File: src/rtl/can_bt_pkg.sv
package can_bt_pkg;
  typedef enum logic [1:0] {
    SEG_SYNC  = 2'd0,
    SEG_TSEG1 = 2'd1,
    SEG_TSEG2 = 2'd2
  } seg_e;
endpackage

File: src/rtl/can_tq_prescaler.sv
module can_tq_prescaler #(
  parameter int PRESC_W = 8
) (
  input  logic               clk_i,
  input  logic               rst_ni,
  input  logic [PRESC_W-1:0] presc_i,
  output logic               tick_o
);
  logic [PRESC_W-1:0] cnt_q;

  assign tick_o = (cnt_q >= presc_i);

  always_ff @(posedge clk_i or negedge rst_ni) begin
    if (!rst_ni)     cnt_q <= '0;
    else if (tick_o) cnt_q <= '0;
    else             cnt_q <= cnt_q + 1'b1;
  end

  AST_TICK_SPACING: assert property (@(posedge clk_i) disable iff (!rst_ni)
    (presc_i != '0 && tick_o) |=> !tick_o);
endmodule

File: src/rtl/can_rx_sync.sv
module can_rx_sync #(
  parameter int STAGES = 2
) (
  input  logic clk_i,
  input  logic rst_ni,
  input  logic rx_i,
  output logic rx_o
);
  logic [STAGES-1:0] chain_q;

  generate
    if (STAGES == 1) begin : g_single
      always_ff @(posedge clk_i or negedge rst_ni) begin
        if (!rst_ni) chain_q <= '1;
        else         chain_q <= rx_i;
      end
    end else begin : g_chain
      always_ff @(posedge clk_i or negedge rst_ni) begin
        if (!rst_ni) chain_q <= '1;
        else         chain_q <= {chain_q[STAGES-2:0], rx_i};
      end
    end
  endgenerate

  assign rx_o = chain_q[STAGES-1];
endmodule

File: src/rtl/can_bit_fsm.sv
module can_bit_fsm
  import can_bt_pkg::*;
#(
  parameter int SEG_W = 4,
  parameter int SJW_W = 3
) (
  input  logic             clk_i,
  input  logic             rst_ni,
  input  logic             tick_i,
  input  logic             rx_i,
  input  logic             hs_en_i,
  input  logic [SEG_W-1:0] prop_i,
  input  logic [SEG_W-1:0] ph1_i,
  input  logic [SEG_W-1:0] ph2_i,
  input  logic [SJW_W-1:0] sjw_i,
  output logic             sample_o,
  output logic             bit_o,
  output logic             tx_point_o
);
  localparam int CNT_W = SEG_W + 2;

  seg_e             seg_q, seg_d;
  logic [CNT_W-1:0] q_q, q_d;
  logic [SJW_W-1:0] ext_q, ext_d, cut_q, cut_d, adj1;
  logic             en_q, en_d, bit_d, smp_d, txp_d;
  logic             edge_ok, hard;
  logic [CNT_W-1:0] prop_w, ph1_w, ph2_w, sjw_w, ext_w, cut_w, e_pos, rem2;

  assign prop_w = CNT_W'(prop_i);
  assign ph1_w  = CNT_W'(ph1_i);
  assign ph2_w  = CNT_W'(ph2_i);
  assign sjw_w  = CNT_W'(sjw_i);
  assign e_pos  = q_q + 1'b1;
  assign rem2   = ph2_w - q_q - 1'b1;
  assign adj1   = (e_pos < sjw_w) ? SJW_W'(e_pos) : sjw_i;

  // qualifying falling edge in the quantum that ends at this tick
  assign edge_ok = tick_i && en_q && bit_o && !rx_i;
  assign hard    = edge_ok && hs_en_i;

  always_comb begin
    seg_d = seg_q;
    q_d   = q_q;
    ext_d = ext_q;
    cut_d = cut_q;
    en_d  = en_q;
    bit_d = bit_o;
    smp_d = 1'b0;
    txp_d = 1'b0;
    ext_w = CNT_W'(ext_q);
    cut_w = CNT_W'(cut_q);
    if (tick_i) begin
      if (edge_ok) en_d = 1'b0;
      unique case (seg_q)
        SEG_SYNC: begin
          seg_d = SEG_TSEG1;
          q_d   = '0;
        end
        SEG_TSEG1: begin
          if (hard) begin
            q_d   = '0;
            ext_d = '0;
          end else begin
            if (edge_ok) ext_d = adj1;
            ext_w = CNT_W'(ext_d);
            if (e_pos >= prop_w + ph1_w + ext_w) begin
              bit_d = rx_i;
              smp_d = 1'b1;
              en_d  = 1'b1;
              seg_d = SEG_TSEG2;
              q_d   = '0;
              cut_d = '0;
            end else begin
              q_d = e_pos;
            end
          end
        end
        SEG_TSEG2: begin
          if (hard) begin
            seg_d = SEG_TSEG1;
            q_d   = '0;
            ext_d = '0;
            cut_d = '0;
          end else if (edge_ok && rem2 <= sjw_w) begin
            seg_d = SEG_SYNC;
            q_d   = '0;
            ext_d = '0;
            cut_d = '0;
            txp_d = 1'b1;
          end else begin
            if (edge_ok) cut_d = sjw_i;
            cut_w = CNT_W'(cut_d);
            if (e_pos >= ph2_w - cut_w) begin
              seg_d = SEG_SYNC;
              q_d   = '0;
              ext_d = '0;
              cut_d = '0;
              txp_d = 1'b1;
            end else begin
              q_d = e_pos;
            end
          end
        end
        default: begin
          seg_d = SEG_SYNC;
          q_d   = '0;
        end
      endcase
    end
  end

  always_ff @(posedge clk_i or negedge rst_ni) begin
    if (!rst_ni) begin
      seg_q      <= SEG_SYNC;
      q_q        <= '0;
      ext_q      <= '0;
      cut_q      <= '0;
      en_q       <= 1'b1;
      bit_o      <= 1'b1;
      sample_o   <= 1'b0;
      tx_point_o <= 1'b0;
    end else begin
      seg_q      <= seg_d;
      q_q        <= q_d;
      ext_q      <= ext_d;
      cut_q      <= cut_d;
      en_q       <= en_d;
      bit_o      <= bit_d;
      sample_o   <= smp_d;
      tx_point_o <= txp_d;
    end
  end

  // synchronizations seen since the last sample point
  logic [1:0] sync_seen_q;
  always_ff @(posedge clk_i or negedge rst_ni) begin
    if (!rst_ni)                         sync_seen_q <= '0;
    else if (smp_d)                      sync_seen_q <= '0;
    else if (edge_ok && sync_seen_q != 2'd3) sync_seen_q <= sync_seen_q + 1'b1;
  end

  AST_ONE_SYNC: assert property (@(posedge clk_i) disable iff (!rst_ni)
    sync_seen_q <= 2'd1);
  AST_EXT_CLAMP: assert property (@(posedge clk_i) disable iff (!rst_ni)
    ext_q <= sjw_i);
  AST_CUT_CLAMP: assert property (@(posedge clk_i) disable iff (!rst_ni)
    cut_q <= sjw_i);
  AST_STROBE_EXCL: assert property (@(posedge clk_i) disable iff (!rst_ni)
    !(sample_o && tx_point_o));
  AST_TX_AFTER_TICK: assert property (@(posedge clk_i) disable iff (!rst_ni)
    tx_point_o |-> $past(tick_i));
  AST_SAMPLE_AFTER_TICK: assert property (@(posedge clk_i) disable iff (!rst_ni)
    sample_o |-> $past(tick_i));
  AST_BIT_HOLD: assert property (@(posedge clk_i) disable iff (!rst_ni)
    !sample_o |-> $stable(bit_o));
endmodule

File: src/rtl/can_bit_sync.sv
module can_bit_sync #(
  parameter int PRESC_W     = 8,
  parameter int SEG_W       = 4,
  parameter int SJW_W       = 3,
  parameter int SYNC_STAGES = 2
) (
  input  logic               clk_i,
  input  logic               rst_ni,
  input  logic               rx_i,
  input  logic               hard_sync_en_i,
  input  logic [PRESC_W-1:0] cfg_presc_i,
  input  logic [SEG_W-1:0]   cfg_prop_i,
  input  logic [SEG_W-1:0]   cfg_ph1_i,
  input  logic [SEG_W-1:0]   cfg_ph2_i,
  input  logic [SJW_W-1:0]   cfg_sjw_i,
  output logic               sample_o,
  output logic               rx_bit_o,
  output logic               tx_point_o
);
  logic tick;
  logic rx_s;

  can_tq_prescaler #(.PRESC_W(PRESC_W)) u_presc (
    .clk_i  (clk_i),
    .rst_ni (rst_ni),
    .presc_i(cfg_presc_i),
    .tick_o (tick)
  );

  can_rx_sync #(.STAGES(SYNC_STAGES)) u_rxsync (
    .clk_i (clk_i),
    .rst_ni(rst_ni),
    .rx_i  (rx_i),
    .rx_o  (rx_s)
  );

  can_bit_fsm #(.SEG_W(SEG_W), .SJW_W(SJW_W)) u_fsm (
    .clk_i     (clk_i),
    .rst_ni    (rst_ni),
    .tick_i    (tick),
    .rx_i      (rx_s),
    .hs_en_i   (hard_sync_en_i),
    .prop_i    (cfg_prop_i),
    .ph1_i     (cfg_ph1_i),
    .ph2_i     (cfg_ph2_i),
    .sjw_i     (cfg_sjw_i),
    .sample_o  (sample_o),
    .bit_o     (rx_bit_o),
    .tx_point_o(tx_point_o)
  );
endmodule

File: config.mk
export PLATFORM = sky130hd
export DESIGN_NAME = can_bit_sync
export DESIGN_NICKNAME = d
export VERILOG_FILES = /design/src/rtl/can_bt_pkg.sv /design/src/rtl/can_tq_prescaler.sv /design/src/rtl/can_rx_sync.sv /design/src/rtl/can_bit_fsm.sv /design/src/rtl/can_bit_sync.sv
export SDC_FILE = /design/constraint.sdc
export NUM_CORES = 1
export LEC_CHECK = 0
export ABC_AREA = 1
export BUFFER_PORTS_ARGS = -buffer_cell sky130_fd_sc_hd__buf_4
export CAP_MARGIN = 10
export CORE_AREA = 2 2 93 95
export CTS_BUF_LIST = sky130_fd_sc_hd__clkbuf_4 sky130_fd_sc_hd__clkbuf_8
export CTS_CLUSTER_DIAMETER = 100
export CTS_CLUSTER_SIZE = 30
export DETAILED_ROUTE_END_ITERATION = 10
export DIE_AREA = 0 0 95 97
export PLACE_DENSITY_LB_ADDON = 0.12
export SYNTH_ARGS = -nofsm -noshare
export SYNTH_HDL_FRONTEND = slang
export SYNTH_SLANG_ARGS = --single-unit
File: constraint.sdc
create_clock -name clk_i -period 5.3 [get_ports clk_i]
set_clock_uncertainty 0.05 [all_clocks]
set_input_delay 1.59 -clock clk_i [delete_from_list [all_inputs] [get_ports clk_i]]
set_output_delay 1.59 -clock clk_i [all_outputs]
set_load 0.05 [all_outputs]
==> flow_summary.yaml <==
sta:
  setup_viol: 0
  slew_headroom: 0.715
  worst_slew_pin_slew_ns: 0.427
  fin_setup_tns_ns: 0
  fmax_mhz: 205
  period_needed_ns: 4.88
  fin_crit_sh: 0.920
  timing.final.ws_setup_ns: 0.422
  rsz0062_at_grt: "no"
  finalHoldViolations: 0
  slew_violations: 0
placed_design:
  portBuffers: 29
  pre_cts_slack_ns: 0.0706
  place.gp.congestion: 0.833
  dp_hpwl_mm: 5.08
  place_inst: 531
setup_path:
  reg2regPathDepth: 29
  reg2reg_from: "u_fsm.q_q[0]"
  critPathMaxStageDelay_ns: 0.40
  cp_common_cell: "nand2_1"
  rr_endpoint: "u_fsm.cut_q[1]"
  critPathSlowestCell: "fa_1"
  end_kind: "flop"
  critical_path_arrival_ns: 5.00
  crit_required_ns: 5.42
  ff2ff_setup_slack_ns: 0.93
  cp_max_fo: 5
  crit_type: "in2reg"
  crit_path_start_kind: "input pin"
drt:
  drt-total-wl_mm: 6.03
  top_layer_used: "met4"
  wl_per_cell_um: 11.3
  ant_nets: 0
  drc_errors: 0
  vias: 2453
  met2_wirelength_mm: 2.83
  drt_iter0_markers: 60
  wl_met1_mm: 2.98
  viasPerCell: 4.59
  wl_met3_um: 183
  drt_pass1_iterations: 4
grt:
  grt_antenna_before_repair: 0
  grt_max_degree: 29
  grt_pass1_wl_mm: 10.6
  grt-ovfl-total: 0
  gr-usage-all-layers: 0.142
  grt_pass1_vias: 2376
synthesis:
  synth_area_leaders: "dfrtp_1 (21%), ha_1 (20%), nand2_1 (15%)"
  synth_seq_cells: 28
  synth_top_area_share: 0.214
  synth_cell_types: 33
  netlist_area_um2: 2800
  synth_area_leader_cell: "dfrtp_1"
  synth_nets: 469
  avgSynthCellArea_um2: 7.13
  ys_warn_count: 0
  yosysSeqAreaShare: 0.252
  syn_inst: 393
power:
  pwr_density_cell_nw_per_um2: 400
  vdd.ir_drop.worst_v: 0.000141
  p_leak_nw: 1.85
floorplanning:
  dieWidth_um: 95
  dieArea_um2: 9220
  io_pins: 30
  fp.dieH_um: 97
  rows: 33
  initial_core_util: 0.345
  core_area_um2: 8130
hold_path:
  hp-class: "reg2reg"
  whs_endpoint: "u_rxsync.chain_q[1]"
  hold_start: "u_rxsync.chain_q[0]"
  whs_path_depth: 0
cts:
  cts_tree: "built"
  cts-root-buf: "clkbuf_8"
  cts_buffers: 3
  clock_sinks: 28
  clock_latency_ns: 0.27
  clk_pin_slew_worst_paths_ns: 0.09
  clockBufferDepth: 2
  cts-hold-fix-buffers: 0
  htree_levels: 1
final_layout:
  nets: 507
  n_antenna_cell: 0
  stdcell_count: 535
  fillers: 842
  drive_above_1_share: 0.156
  syn_to_final_growth_pct: 15.2
run:
  cap_violations: 0
outcome:
  status: "finished, final reports clean"
## layer usage
| layer | GRT usage | vias up |
|---|---|---|
| li1 | - | 1306 |
| met4 | 0.0134 | 0 |
| met2 | 0.248 | 32 |
| met1 | 0.191 | 1113 |
| met3 | 0.0218 | 2 |
| met5 | 0 | - |
## state kept, by name, indices dropped and copies added (netlist names)
| register | flops |
|---|---|
| u_rxsync.chain_q | 2 |
| u_fsm.q_q | 6 |
| u_fsm.cut_q | 3 |
| u_fsm.ext_q | 3 |
| u_fsm.bit_o | 1 |
| u_presc.cnt_q | 8 |
| u_fsm.tx_point_o | 1 |
| u_fsm.en_q | 1 |
| u_fsm.seg_q | 2 |
| u_fsm.sample_o | 1 |
## synth_stat cells
cell type	instances
clkinv_1	3
nand2_2	5
o21ai_2	2
nand2_1	109
o21a_1	2
inv_1	67
a21oi_1	16
xnor2_1	2
a21o_1	1
o21ai_1	7
inv_2	6
nand4_1	7
nand3b_1	4
a21boi_0	1
or2_2	1
nor2_4	1
nor2_2	2
nand3_1	19
buf_2	1
nand3_4	1
o21bai_1	1
nand2_4	1
dfstp_2	4
fa_1	4
xor2_1	8
o21ai_0	4
nand3_2	3
dfrtp_1	24
nor2_1	34
nor3_1	4
buf_6	3
ha_1	45
and3_1	1
## area by class of cell
type,instances,area (µm²),area share
sequential,28,706,0.219
tap,105,131,0.0407
inverter,76,285,0.0884
multi-input combinational,285,1770,0.549
timing repair buffer,37,278,0.0860
clock buffer,4,55.1,0.0171
## logic make-up after synthesis
kind of cell | Yosys count | synth area share
compound gates | 34 | 0.0679
fa+ha+maj | 49 | 0.229
buf+inv | 80 | 0.116
xor+xnor | 10 | 0.0313
flops | 28 | 0.252
simple gates | 192 | 0.304
## placed cells by master, fill, tap and decap left out, types with 4 or more instances in the layout
cell and count:
nor3_1 4, fa_1 4, nand2_1 109, inv_2 6, nand3_1 19, nand2_2 5
clkbuf_8 4, nand4_1 7, ha_1 45, nor2_1 34, buf_4 37, a21oi_1 16
dfstp_2 4, nand3b_1 4, xor2_1 8, inv_1 67, dfrtp_1 24, o21ai_1 8
## stage by stage
step           hold WS (ns)  cell area [µm²]  utilization  total power [mW]
2_1_floorplan         0.295             2800            -             0.964
3_3_place_gp          0.295             3170        0.390              1.16
3_5_place_dp          0.299             3170        0.390              1.17
4_1_cts               0.313             3230        0.397              1.31
5_1_grt               0.319             3230        0.397              1.46
6_report              0.311             3230        0.397              1.29
## worst max-delay path: cells and delay by family
family                   cells  cell delay, ns
buffers and inverters        7            0.52
XOR/XNOR                     1            0.15
adder cells (fa/ha/maj)      4            1.15
AND/OR/NAND/NOR             16            1.34
AO/OA/AOI/OAI                2            0.28
## worst max path at each step
stage                   startpoint              to  cells after the start
finish              cfg_presc_i[7]  u_fsm.cut_q[1]                     30
global route        cfg_presc_i[7]  u_fsm.cut_q[1]                     30
CTS                 cfg_presc_i[7]  u_fsm.cut_q[1]                     30
detailed placement  cfg_presc_i[7]  u_fsm.cut_q[1]                     30
global placement    cfg_presc_i[7]  u_fsm.cut_q[1]                     29
floorplan           cfg_presc_i[7]  u_fsm.ext_q[1]                     24
## where the power goes
part	switching, mW	internal, mW	total (mW)	leakage, nW
clock network	0.0655	0.0665	0.132	0.0288
registers	0.0722	0.278	0.351	0.363
logic	0.490	0.319	0.810	1.46
total	0.628	0.664	1.29	1.85
## what timing repair did
item | in CTS | in global routing
setup buffers | 0 | 0
endpoints found under the setup margin | 0 | 2
gates resized for setup | 0 | 1
(Power assumes the default switching activity.)
